<file path="config.mk">
export PLATFORM = sky130hd
export DESIGN_NAME = tod_counter
export DESIGN_NICKNAME = d
export VERILOG_FILES = /design/src/rtl/tod_pkg.sv /design/src/rtl/tod_nsec_acc.sv /design/src/rtl/tod_sec_word.sv /design/src/rtl/tod_regif.sv /design/src/rtl/tod_counter.sv
export SDC_FILE = /design/constraint.sdc
export NUM_CORES = 1
export LEC_CHECK = 0
export ABC_AREA = 1
export BUFFER_PORTS_ARGS = -buffer_cell sky130_fd_sc_hd__buf_2
export CAP_MARGIN = 25
export CORE_ASPECT_RATIO = 0.8
export CORE_UTILIZATION = 60
export CTS_BUF_LIST = sky130_fd_sc_hd__clkbuf_4 sky130_fd_sc_hd__clkbuf_8
export CTS_CLUSTER_DIAMETER = 80
export DETAILED_ROUTE_END_ITERATION = 10
export GPL_TIMING_DRIVEN = 0
export PLACE_DENSITY_LB_ADDON = 0.15
export SLEW_MARGIN = 0
export SYNTH_ARGS = -nofsm -noshare
export SYNTH_HDL_FRONTEND = slang
export SYNTH_SLANG_ARGS = --single-unit
</file>
<file path="constraint.sdc">
create_clock -name clk -period 3.87 [get_ports clk]
set_clock_uncertainty 0.2 [all_clocks]
set_input_delay 0.774 -clock clk [delete_from_list [all_inputs] [get_ports clk]]
set_output_delay 0.774 -clock clk [all_outputs]
set_load 0.05 [all_outputs]
</file>
<file path="src/rtl/tod_pkg.sv">
package tod_pkg;
  localparam int unsigned WORD_W    = 32;
  localparam int unsigned ADDR_W    = 8;
  localparam int unsigned SEC_WORDS = 2;

  typedef logic [WORD_W-1:0] word_t;
  typedef logic [ADDR_W-1:0] addr_t;

  localparam word_t NS_PER_SEC = 32'd1_000_000_000;

  // software decodes these offsets; seconds words descend from the low word
  localparam addr_t OFS_PERIOD = 8'h18;
  localparam addr_t OFS_SEC_HI = 8'h20;
  localparam addr_t OFS_SEC_LO = 8'h24;
  localparam addr_t OFS_NSEC   = 8'h28;
  localparam addr_t SEC_STRIDE = 8'h04;
endpackage

</file>
<file path="src/rtl/tod_nsec_acc.sv">
module tod_nsec_acc
  import tod_pkg::*;
#(
  parameter int unsigned PERIOD_NS = 10
) (
  input  logic  clk,
  input  logic  rst_n,
  input  logic  ld_req,
  input  word_t ld_val,
  output word_t ns_q,
  output logic  wrap
);
  localparam word_t STEP = word_t'(PERIOD_NS);

  word_t sum;
  word_t ns_d;
  logic  wrap_raw;
  logic  ld_ok;
  logic  ns_en;

  always_comb begin
    sum      = ns_q + STEP;
    wrap_raw = (sum >= NS_PER_SEC);
    ld_ok    = ld_req && (ld_val < NS_PER_SEC);
    ns_en    = 1'b1;
    if (ld_ok)         ns_d = ld_val;
    else if (wrap_raw) ns_d = sum - NS_PER_SEC;
    else               ns_d = sum;
    wrap = wrap_raw && !ld_ok;
  end

  always_ff @(posedge clk or negedge rst_n) begin
    if (!rst_n)     ns_q <= '0;
    else if (ns_en) ns_q <= ns_d;
  end
endmodule

</file>
<file path="src/rtl/tod_sec_word.sv">
module tod_sec_word
  import tod_pkg::*;
(
  input  logic  clk,
  input  logic  rst_n,
  input  logic  inc,
  input  logic  ld_en,
  input  word_t ld_val,
  output word_t q,
  output logic  carry_out
);
  word_t d;
  logic  en;

  always_comb begin
    en        = ld_en || inc;
    d         = ld_en ? ld_val : (q + word_t'(1));
    carry_out = inc && !ld_en && (q == '1);
  end

  always_ff @(posedge clk or negedge rst_n) begin
    if (!rst_n)  q <= '0;
    else if (en) q <= d;
  end
endmodule

</file>
<file path="src/rtl/tod_regif.sv">
module tod_regif
  import tod_pkg::*;
#(
  parameter int unsigned PERIOD_NS = 10
) (
  input  logic                      bus_sel,
  input  logic                      bus_wr,
  input  addr_t                     bus_addr,
  input  word_t                     ns_q,
  input  logic [SEC_WORDS-1:0][WORD_W-1:0] sec_q,
  output logic                      ns_ld,
  output logic [SEC_WORDS-1:0]      sec_ld,
  output word_t                     rdata
);
  localparam word_t STEP = word_t'(PERIOD_NS);

  logic                 wr_cyc;
  logic                 rd_cyc;
  logic [SEC_WORDS-1:0] sec_hit;

  assign wr_cyc = bus_sel && bus_wr;
  assign rd_cyc = bus_sel && !bus_wr;
  assign ns_ld  = wr_cyc && (bus_addr == OFS_NSEC);

  for (genvar i = 0; i < SEC_WORDS; i++) begin : g_dec
    localparam addr_t WORD_OFS = OFS_SEC_LO - addr_t'(i) * SEC_STRIDE;
    assign sec_hit[i] = (bus_addr == WORD_OFS);
    assign sec_ld[i]  = wr_cyc && sec_hit[i];
  end

  always_comb begin
    rdata = '0;
    if (rd_cyc) begin
      if (bus_addr == OFS_NSEC)   rdata = ns_q;
      if (bus_addr == OFS_PERIOD) rdata = STEP;
      for (int i = 0; i < SEC_WORDS; i++) begin
        if (sec_hit[i]) rdata = sec_q[i];
      end
    end
  end
endmodule

</file>
<file path="src/rtl/tod_counter.sv">
module tod_counter
  import tod_pkg::*;
#(
  parameter int unsigned PERIOD_NS = 10
) (
  input  logic        clk,
  input  logic        rst_n,
  input  logic        bus_sel,
  input  logic        bus_wr,
  input  logic [7:0]  bus_addr,
  input  logic [31:0] bus_wdata,
  output logic [31:0] bus_rdata
);
  logic [1:0]                       rst_sync_q;
  logic                             rst_core_n;
  word_t                            ns_q;
  logic                             ns_wrap;
  logic                             ns_ld;
  logic [SEC_WORDS-1:0]             sec_ld;
  logic [SEC_WORDS-1:0][WORD_W-1:0] sec_q;
  logic [SEC_WORDS:0]               carry;

  always_ff @(posedge clk or negedge rst_n) begin
    if (!rst_n) rst_sync_q <= 2'b00;
    else        rst_sync_q <= {rst_sync_q[0], 1'b1};
  end
  assign rst_core_n = rst_sync_q[1];

  tod_regif #(.PERIOD_NS(PERIOD_NS)) u_regif (
    .bus_sel  (bus_sel),
    .bus_wr   (bus_wr),
    .bus_addr (bus_addr),
    .ns_q     (ns_q),
    .sec_q    (sec_q),
    .ns_ld    (ns_ld),
    .sec_ld   (sec_ld),
    .rdata    (bus_rdata)
  );

  tod_nsec_acc #(.PERIOD_NS(PERIOD_NS)) u_nsec (
    .clk    (clk),
    .rst_n  (rst_core_n),
    .ld_req (ns_ld),
    .ld_val (bus_wdata),
    .ns_q   (ns_q),
    .wrap   (ns_wrap)
  );

  assign carry[0] = ns_wrap;

  for (genvar i = 0; i < SEC_WORDS; i++) begin : g_sec
    tod_sec_word u_word (
      .clk       (clk),
      .rst_n     (rst_core_n),
      .inc       (carry[i]),
      .ld_en     (sec_ld[i]),
      .ld_val    (bus_wdata),
      .q         (sec_q[i]),
      .carry_out (carry[i+1])
    );
  end
endmodule

</file>
* Word-level counts from Yosys, hierarchy flattened
Index checks and enable logic that the tools add are counted.
** Word-level totals
- Flip-flop bits (word level) :: 98
- Word-level logic and storage cells :: 38
- Output and inout port bits :: 32
- Input port bits :: 44
** Cells by class
- Reduce and logical (&&, ||, !) cells :: 14
- Muxes and demuxes :: 9
- $add $sub $neg :: 4
- Equal/unequal tests :: 5
- Order comparisons :: 2
** Operators with widths (count)
- $mux W32 :: 9
- $add A32 B1 Y32 const B :: 2
- $add A32 B4 Y32 const B :: 1
- $eq A32 B32 Y1 const B :: 1
- $ge A32 B30 Y1 const B :: 1
- $lt A32 B30 Y1 const B :: 1
- $sub A32 B30 Y32 const B :: 1
- $eq A8 B6 Y1 const B :: 3
- $logic_and A1 B1 Y1 :: 9
- $eq A8 B5 Y1 const B :: 1
- $logic_not A1 Y1 :: 3
- $logic_or A1 B1 Y1 :: 2

* Logic depth before layout (Yosys ltp)
- Depth after elaboration :: 8
- Mapped depth :: 21

* Modules after synthesis
From an unflattened synthesis, not the netlist that was laid out.
** Unflattened totals
- Cells, all modules :: 1549
- Area total of the unflattened synthesis :: 9196.3 µm²
** By module, submodules not included
- tod_sec_word :: area each 2283.4 µm², cells an instance 332, sequential area each 800.8 µm², times used 2
- tod_nsec_acc :: area each 3423.3 µm², cells an instance 612, sequential area each 800.8 µm², times used 1
- tod_regif :: area each 1152.4 µm², cells an instance 270, sequential area each 0.0 µm², times used 1
- tod_counter :: area each 53.8 µm², cells an instance 3, sequential area each 50.0 µm², times used 1

* Worst setup path before layout
No wires, ideal clock.
- Path kind :: input to output
- Start point :: in bus_addr[4]
- End point :: out bus_rdata[14]
- Buffers on the path :: 1
- Required time :: 2896 ps
- Slack :: -24 ps
- Arrival time :: 2920 ps
- Stages on the path :: 6
- Path through :: nor4_1 nand2_1 inv_1 clkbuf_1 nand2_1 a221oi_1
** Between the ends
- Longest elaborated chain between the ends :: 6
- Elaborated cells on any way between the ends :: 9
** RTL lines
- start: declaration :: RTL line tod_counter.sv:10 : input logic [7:0] bus_addr,
- $eq A8 B6 Y1 :: RTL line tod_regif.sv:34 : if (bus_addr == OFS_NSEC) rdata = ns_q;
- $mux W32 :: RTL line tod_regif.sv:34
- $mux W32 :: RTL line tod_regif.sv:35 : if (bus_addr == OFS_PERIOD) rdata = STEP;
- $mux W32 :: RTL line tod_regif.sv:37 : if (sec_hit[i]) rdata = sec_q[i];
- $mux W32 (*) :: RTL line tod_regif.sv:37
- $mux W32 (*) :: RTL line tod_regif.sv:33 : if (rd_cyc) begin
- end: declaration :: RTL line tod_counter.sv:12 : output logic [31:0] bus_rdata
Every way passes the cells marked *; elsewhere a longest branch is shown, timed or not.

* Final worst setup path
- Start point :: in bus_addr[4]
- End point :: out bus_rdata[17]
The elaborated chain is that of the path after synthesis.

==> out/results.ini <==
[timing]
finalSetupViolCount=0
worst_slack_ps=83.2
worst_slew_pin_slew_ps=923
period_share=0.978
finalCriticalPeriod_ps=3790
maxSlewViolCount=0
holdWs_ps=165
fmax_ghz=0.264
max_slew_margin=0.379
final-hold-violation-count=0

[global_routing]
grt_pass1_vias=8715
grt_pass1_wl_mm=49.1
grt.total_usage=0.462
grt_overflow=0
antenna_found_initial=0
grt_max_degree=51

[worst_setup_path]
crit_path_end=bus_rdata[17]
cp_data_arrival_time_ps=2810
r2r_slack_ps=450
reg2reg_from=u_nsec.ns_q[1]$_DFF_PN0_
cp_max_fo=10
startpoint=bus_addr[4]
reg2regPathDepth=16
required_ps=2900
worstSetupStartpointType=input port
crit_path_end_kind=output pin
crit_type=in -> out
r2r_end=g_sec[0].u_word.q[28]$_DFFE_PN0P_

[placement]
preCtsSetupSlack_ps=-514
place_congestion=1.09
dp_cells=1611
port_buffers=75
hpwl_mm=25.7

[drt]
vias_per_cell=6.15
drt_iter0_drc=1510
drtPass1Iterations=6
finalWirelength_mm=32.6
num_vias=10000
ant_nets=0
drt_drc_violations_left=0
drt-wirelength-per-cell_um=20.0

[floorplanning]
dieWidth_um=133
placementRows=38
start_util=0.612
die_area_mm2=0.0143
io_pins=76
die_y_um=107
core_mm2=0.0136

[final_layout]
num-nets-final=1491
area.growth.synth_to_final_pct=11.2
register_area_mm2=0.00246
finalNonFillerCells=1628
antenna_cells=0
multiInputGateArea_mm2=0.00518
drive_gt1_frac=0.107
fillers=1285

[pwr]
power_w=0.00495
power_per_cell_area_mw_per_mm2=537
peakVddDrop_mv=0.438
p_leak_nw=4.32

[cts]
cts_tree=done
numCtsBuffers=9
numClockSinks=98
htreeDepth=3
cts_root_buf=clkbuf_8
clk_latency_ps=390
cts_setup_buffers=0
ctsLongestPathBuffers=2
path_clk_slew_ps=110

[synth]
yosys.cell_types.count=41
synthTopCellsByArea=dfrtp_1 (30%), nand2_1 (24%), nand3_1 (7.7%), inv_1 (5.5%), o21ai_0 (5.5%)
syn_area_per_cell_um2=6.12
synth_fp_nets=1403
synth_area_leader_cell=dfrtp_1
synth_common_cells=nand2_1 (522), nand3_1 (128), inv_1 (122)
synthCells=1355
ys_warn_count=0
syn-cell-area_mm2=0.00830
synth-async-reset-ratio=1.00
ys_dominant_reg_cell=dfrtp_1
yosysMostFrequentCell=nand2_1
synth_top_area_frac=0.295
ys_seq_area_frac=0.295
synth-seq-cells=98
synth-edff-count=0

[flow_run]
cap_violations=0

[run_status]
status=complete, no violations

[hold_path]
hold_path.class=reg -> reg

-- placed cells by master, fill, tap and decap left out, types with 5 or more instances in the layout --
master    netlist  layout
clkbuf_8        0      10
nor4_1         10       9
inv_1         122     122
o21ai_1        21      21
xnor2_1        19      19
a31oi_1        25      22
nand2_1       522     522
buf_4           6       9
nand3b_1        5       5
clkbuf_1       30      24
o21ai_0        91      91
nand4_1        21      21
a21oi_1         9       9
nor2_2          7       7
nand2_2         5       5
xor2_1         49      49
nor2_1        105     104
a221oi_1        8       5
buf_2           8      79
inv_2           8       8
dfrtp_1        98      97
nor3_1         22      22
nand3_1       128     128
-- worst min-delay path by stage --
| stage | startpoint | to | slack, ps | depth (start not counted) |
|---|---|---|---|---|
| 4_1_cts | rst_sync_q[0]$_DFF_PN0_ | rst_sync_q[1]$_DFF_PN0_ | 170 | 0 |
| 2_1_floorplan | rst_sync_q[0]$_DFF_PN0_ | rst_sync_q[1]$_DFF_PN0_ | 130 | 0 |
| 3_5_place_dp | rst_sync_q[0]$_DFF_PN0_ | rst_sync_q[1]$_DFF_PN0_ | 140 | 0 |
| 3_3_place_gp | rst_sync_q[0]$_DFF_PN0_ | rst_sync_q[1]$_DFF_PN0_ | 140 | 0 |
| 5_1_grt | rst_sync_q[0]$_DFF_PN0_ | rst_sync_q[1]$_DFF_PN0_ | 180 | 0 |
| 6_report | rst_sync_q[0]$_DFF_PN0_ | rst_sync_q[1]$_DFF_PN0_ | 170 | 0 |
-- through the flow --
step / cell area [um2] / TNS [ps] / util
after floorplan: 8320 / -95.2 / -
after global placement: 8920 / -58510 / 0.658
after detailed placement: 8950 / -8050 / 0.660
after CTS: 9190 / 0 / 0.678
after global routing: 9230 / -0.368 / 0.681
final: 9230 / 0 / 0.681
-- timing repair --
| item | in CTS | in global routing |
|---|---|---|
| endpoints found under the hold margin | 2 | 0 |
| hold buffers | 1 | 0 |
| setup endpoints to repair | 30 | 28 |
| resized for setup | 7 | 19 |
-- where the power goes --
group,internal [W],switching [W]
Clock,0.000328,0.000399
Sequential,0.00128,0.000414
Combinational,0.000778,0.00176
Total,0.00238,0.00257
-- sequential cells by signal, summed over array words and instances, names as in the netlist --
register and count:
rst_sync_q 2, g_sec.u_word.q 64, u_nsec.ns_q 32
-- routing by layer --
layer	part of all wire	GRT usage	vias to the layer above	routed length, um
met5	0	0	-	0
met4	0.036	0.157	0	1190
met3	0.15	0.128	103	5040
met2	0.40	0.640	843	12900
met1	0.41	0.680	4522	13400
li1	-	-	4545	-
-- layout make-up --
type                       count  share of cell area
buffer                        49              0.0254
multi-input combinational   1075               0.561
inverter                     133              0.0541
clock buffer                  11              0.0157
sequential                    98               0.266
tap                          180              0.0244
clock inverter                 5             0.00664
timing repair buffer          77              0.0461
-- kinds of logic (layout without fill, tap and decap cells) --
family | count (synthesis) | after routing | synth area share
AND/OR/NAND/NOR | 841 | 841 | 0.432
buffers and inverters | 182 | 275 | 0.0871
AO/OA/AOI/OAI | 161 | 161 | 0.107
flip-flops | 98 | 98 | 0.295
XOR/XNOR | 68 | 68 | 0.0718
adder cells (fa/ha/maj) | 4 | 4 | 0.00603
other | 1 | 1 | 0.000452
-- worst max-delay path, stage by stage --
cell and delay, ps:
buf_2 110, nor4_2 290, inv_1 150, nor2_4 240, nand2_1 190, inv_1 140
buf_2 250, nand2_1 80, a31oi_1 310, buf_4 270
(Power assumes the default switching activity.)
